### src/rtl/rstrel_pkg.sv
package rstrel_pkg;

   typedef enum logic [1:0] {
      SEQ_HOLD  = 2'd0,
      SEQ_COUNT = 2'd1,
      SEQ_REL   = 2'd2
   } seq_st_t;

   localparam int unsigned LONGEST_MS = 5000;

   // hold-off length in milliseconds for a select code
   function automatic int unsigned code_ms(input logic [1:0] code);
      unique case (code)
         2'b00:   code_ms = 100;
         2'b01:   code_ms = 500;
         2'b10:   code_ms = 1000;
         default: code_ms = LONGEST_MS;
      endcase
   endfunction

endpackage

### src/rtl/rstrel_mr_filter.sv
module rstrel_mr_filter #(
   parameter int unsigned SYNC_STAGES = 2,
   parameter int unsigned MR_MIN_CYC  = 625
) (
   input  logic clk,
   input  logic rst_n,
   input  logic mr_n,
   output logic mr_act
);
   localparam int unsigned FW = (MR_MIN_CYC < 2) ? 1 : $clog2(MR_MIN_CYC);
   localparam logic [FW-1:0] LAST = FW'(MR_MIN_CYC - 1);

   logic          mr_s;
   logic [FW-1:0] run_q;
   logic          act_q;

   if (MR_MIN_CYC < 2) begin : g_bad_min
      $error("MR_MIN_CYC must be at least 2");
   end
   if (SYNC_STAGES > 4) begin : g_bad_sync
      $error("SYNC_STAGES must not exceed 4");
   end

   if (SYNC_STAGES == 0) begin : g_nosync
      assign mr_s = mr_n;
   end else begin : g_sync
      logic [SYNC_STAGES-1:0] sh_q;
      always_ff @(posedge clk or negedge rst_n) begin
         if (!rst_n) sh_q <= '1;
         else        sh_q <= {sh_q[SYNC_STAGES-2:0], mr_n};
      end
      assign mr_s = sh_q[SYNC_STAGES-1];
   end

   always_ff @(posedge clk or negedge rst_n) begin
      if (!rst_n) begin
         run_q <= '0;
         act_q <= 1'b0;
      end else if (mr_s) begin
         run_q <= '0;
         act_q <= 1'b0;
      end else if (run_q == LAST) begin
         act_q <= 1'b1;
      end else begin
         run_q <= run_q + FW'(1);
      end
   end

   assign mr_act = act_q;
endmodule

### src/rtl/rstrel_dly_timer.sv
module rstrel_dly_timer #(
   parameter int unsigned TICKS_PER_MS = 1
) (
   input  logic       clk,
   input  logic       rst_n,
   input  logic       start,
   input  logic       run,
   input  logic       tick,
   input  logic [1:0] code,
   output logic       done
);
   import rstrel_pkg::*;

   localparam int unsigned MAX_TICKS = LONGEST_MS * TICKS_PER_MS;
   localparam int unsigned CW        = $clog2(MAX_TICKS);

   logic [CW-1:0] cnt_q;
   logic [CW-1:0] tgt_q;

   if (TICKS_PER_MS < 1) begin : g_bad_tpm
      $error("TICKS_PER_MS must be at least 1");
   end

   always_ff @(posedge clk or negedge rst_n) begin
      if (!rst_n) begin
         cnt_q <= '0;
         tgt_q <= '0;
      end else if (start) begin
         cnt_q <= '0;
         tgt_q <= CW'(code_ms(code) * TICKS_PER_MS);
      end else if (run && tick) begin
         cnt_q <= cnt_q + CW'(1);
      end
   end

   assign done = run && tick && (cnt_q == (tgt_q - CW'(1)));
endmodule

### src/rtl/rstrel_seq.sv
module rstrel_seq #(
   parameter int unsigned TICKS_PER_MS = 1,
   parameter int unsigned MR_MIN_CYC   = 625,
   parameter int unsigned SYNC_STAGES  = 2,
   parameter int unsigned NCH          = 4
) (
   input  logic       clk,
   input  logic       rst_n,
   input  logic       tick,
   input  logic [1:0] dly_code,
   input  logic [3:0] sup_good,
   input  logic [3:0] chan_done,
   input  logic       mr_n,
   output logic [3:0] chan_hold,
   output logic       sys_rst_n
);
   import rstrel_pkg::*;

   if (NCH != 4) begin : g_bad_nch
      $error("NCH must match the four-bit flag ports");
   end

   seq_st_t st_q, st_d;
   logic    mr_act;
   logic    flags_ok, go;
   logic    t_start, t_run, t_done;
   logic    rst_q;

   rstrel_mr_filter #(
      .SYNC_STAGES(SYNC_STAGES),
      .MR_MIN_CYC (MR_MIN_CYC)
   ) u_mr (
      .clk   (clk),
      .rst_n (rst_n),
      .mr_n  (mr_n),
      .mr_act(mr_act)
   );

   assign flags_ok = (&sup_good) && (&chan_done);
   assign go       = flags_ok && !mr_act;

   always_comb begin
      st_d    = st_q;
      t_start = 1'b0;
      unique case (st_q)
         SEQ_HOLD: if (go) begin
            st_d    = SEQ_COUNT;
            t_start = 1'b1;
         end
         SEQ_COUNT: begin
            if (!go)        st_d = SEQ_HOLD;
            else if (t_done) st_d = SEQ_REL;
         end
         SEQ_REL: if (!go) st_d = SEQ_HOLD;
         default: st_d = SEQ_HOLD;
      endcase
   end

   assign t_run = (st_q == SEQ_COUNT) && go;

   rstrel_dly_timer #(
      .TICKS_PER_MS(TICKS_PER_MS)
   ) u_tmr (
      .clk  (clk),
      .rst_n(rst_n),
      .start(t_start),
      .run  (t_run),
      .tick (tick),
      .code (dly_code),
      .done (t_done)
   );

   always_ff @(posedge clk or negedge rst_n) begin
      if (!rst_n) begin
         st_q  <= SEQ_HOLD;
         rst_q <= 1'b0;
      end else begin
         st_q  <= st_d;
         rst_q <= (st_d == SEQ_REL);
      end
   end

   for (genvar i = 0; i < NCH; i++) begin : g_hold
      assign chan_hold[i] = mr_act;
   end

   assign sys_rst_n = rst_q;
endmodule

### config.mk
export PLATFORM = sky130hd
export DESIGN_NAME = rstrel_seq
export DESIGN_NICKNAME = d
export VERILOG_FILES = /design/src/rtl/rstrel_pkg.sv /design/src/rtl/rstrel_mr_filter.sv /design/src/rtl/rstrel_dly_timer.sv /design/src/rtl/rstrel_seq.sv
export SDC_FILE = /design/constraint.sdc
export NUM_CORES = 1
export LEC_CHECK = 0
export BUFFER_PORTS_ARGS = -buffer_cell sky130_fd_sc_hd__buf_4
export CORE_ASPECT_RATIO = 1.5
export CORE_UTILIZATION = 28
export DETAILED_ROUTE_END_ITERATION = 16
export PLACE_DENSITY = 0.55
export SLEW_MARGIN = 20
export SYNTH_ARGS = -nofsm -noshare
export SYNTH_HDL_FRONTEND = slang
export SYNTH_SLANG_ARGS = --single-unit
### constraint.sdc
create_clock -name clk -period 2.84 [get_ports clk]
set_input_delay 0.142 -clock clk [delete_from_list [all_inputs] [get_ports clk]]
set_output_delay 0.142 -clock clk [all_outputs]
set_load 0.03 [all_outputs]
==> run summary <==
Synth Warn # = 0
prevailing post-synth register cell = dfrtp_1
area of the die = 7060 um2
CP Launch Type = flop
Syn Nets = 219
largest area contributor in the netlist = dfrtp_1
Detailed Place HPWL = 2810 um
vias in the first global route = 1433
hold slack = 56.9 ps
Post-CTS Hold Buffers = 2
R2R depth = 8
mean post-synth cell area = 9.37 um2
worst-margin pin slew = 452 ps
WP data arrival = 2560 ps
Layout Area Growth over Synthesis = 16.6%
number of hold violations in the final report = 0
I/O Pins = 19
Rel. slew slack = 69.9%
Clock Tree Root = clkbuf_8
cell area after layout = 2200 um2
cell row count = 36
initial drt markers = 79
register area share after synthesis = 46.6%
maximum clock frequency = 420 MHz
routability cong. = 0.844
clock skew = 8.94 ps
WHS Path Cells = 2
worst min-delay path category = in -> reg
Setup-failing EPs final = 0
Yosys top cell area share = 43.9%
Netlist cell types = 36
antenna-violating nets left = 0
largest net degree at the start of global routing = 36
GRT overflow = 0
Placed Cells = 290
Starting Density = 29.0%
max cap viols = 0
synthesized cell area = 1880 um2
Slew Viols, Final = 0
PD cells = 456 nW/um2
die height = 102 um
outcome = finished, final reports clean
input/output buffers = 18
Critical Path, Cell by Cell = inv_1 -> ha_1 -> nand2b_1 -> nor4_2 -> mux2i_1 -> or3_1 -> or4_4 -> nor3b_1
DR DRC count = 0
total power = 1.00 mW
fin cells = 300
first-pass GRT wire length = 6620 um
clock latency on the worst-skew pair = 290 ps
Critical Path Sink Type = flop
WS Path Type = reg -> reg
commonest cells in the netlist = dfrtp_1 (33), nor2_1 (23), nand2_1 (15), xor2_1 (15), a21oi_1 (12)
count leader, synth = dfrtp_1
Synth Instances = 201
WP data required = 3010 ps
Critical Path Stages = 8
setup TNS = 0 ps
Largest stage delay, worst path = 540 ps
Vias/cell = 4.97
Area after DPL = 2090 um2
clock-pin slew on the worst setup and hold paths = 70 ps
Worst VDD drop = 0.000146 V
unrepaired setup endpoints after global routing = no
Vias = 1491
Crit-path slowest cell = or4_4
number of flops mapped to enable cells by yosys = 0
CTS tree = yes
WP buf/inv = 1
CP delay by family, top = simple AND/OR/NAND/NOR gates
ANT cells = 0
critical path fanouts, max = 6
TritonCTS Sinks = 35
LEAKAGE = 0.944 nW
post_cts resized = 0
wire length per cell = 12.8 um
gr usage total = 12.7%
TritonCTS buffer count = 5
final clock period utilization by the worst path = 83.9%
drt pass-1 iters = 4
Final #Nets = 241
core area = 6490 um2
Post CTS Setup Buffer Count = 0
fraction of layout instances using a drive strength above 1 = 16.1%
H-tree lvl count = 2
initial antenna violation count = 0
ys async rst share = 100%
Max Root-Sink Buffers = 2
Die Span X = 69.0 um
top post-synthesis cells by area = dfrtp_1 (44%), xor2_1 (7.0%), nor2_1 (4.6%)
synthesis-stage register bit count = 35
drt total wl = 3830 um
Final min period = 2380 ps
[cell usage in the layout (no fill, tap or decap), drive strengths merged, types with 3 or more instances in the layout]
cell type / instances
clkbuf: 5
a21oi: 12
dfrtp: 33
buf: 21
mux2i: 3
nor4: 5
xnor2: 7
nand3: 11
nand4: 5
nor3: 6
nand2: 15
inv: 9
nor2: 23
or3: 9
xor2: 15
o21ai: 10
ha: 4
[path summary, 6_finish.rpt]
path | start | to | slack [ps]
worst min register to register | u_mr.g_sync.sh_q[0]$_DFF_PN1_ | u_mr.g_sync.sh_q[1]$_DFF_PN1_ | 360
worst min-delay path | dly_code[1] | u_tmr.tgt_q[2]$_DFFE_PN0P_ | 60
worst max-delay path | u_tmr.tgt_q[9]$_DFFE_PN0P_ | st_q[0]$_DFF_PN0_ | 460
worst max register to register | u_tmr.tgt_q[9]$_DFFE_PN0P_ | st_q[0]$_DFF_PN0_ | 460
max in group asynchronous | rst_n | u_mr.g_sync.sh_q[0]$_DFF_PN1_ | 2160
min in group asynchronous | rst_n | u_mr.run_q[8]$_DFFE_PN0P_ | 330
[cell type report]
cell class,count,area [um2]
Clock buffer,5,68.8
Clock inverter,3,20.0
Fill cell,705,4290
Inverter,9,33.8
Multi-Input combinational cell,149,922
Sequential cell,35,878
Tap cell,76,95.1
Timing Repair Buffer,23,178
[routing by layer]
| layer | vias up | global-route usage, % | share of wire (%) |
|---|---|---|---|
| met1 | 710 | 14.9 | 45 |
| met3 | 8 | 2.34 | 3.0 |
| met5 | - | 0 | 0 |
| li1 | 746 | - | - |
| met2 | 27 | 21.1 | 49 |
| met4 | 0 | 6.91 | 3.2 |
[report_power, final]
group / internal, mW / leakage (nW) / total (mW) / switching, mW
registers: 0.516 / 0.465 / 0.540 / 0.0245
logic: 0.0479 / 0.439 / 0.0989 / 0.0510
clock network: 0.171 / 0.0402 / 0.363 / 0.193
total: 0.734 / 0.944 / 1.00 / 0.268
[state kept, by name, indices dropped and copies added (netlist names)]
name and count:
u_mr.mr_act 1, u_mr.g_sync.sh_q 2, sys_rst_n 1, u_tmr.cnt_q 13, u_mr.run_q 10, st_q 2
u_tmr.tgt_q 6
[per-stage QoR]
step	utilization, %	setup WS (ps)
after floorplan	-	627
after global placement	32.2	541
after detailed placement	32.2	456
after CTS	33.9	447
after global routing	33.9	318
final	33.9	458
[logic make-up (layout without fill, tap and decap cells)]
kind of cell	count (synthesis)	in the layout	synth area share, %
AND/OR/NAND/NOR	90	90	25.4
flip-flops	35	35	46.6
AO/OA/AOI/OAI	30	30	9.04
XOR/XNOR	22	22	10.2
buffers and inverters	17	40	4.39
adder cells (fa/ha/maj)	4	4	2.66
multiplexers	3	3	1.59
(Power assumes the default switching activity.)
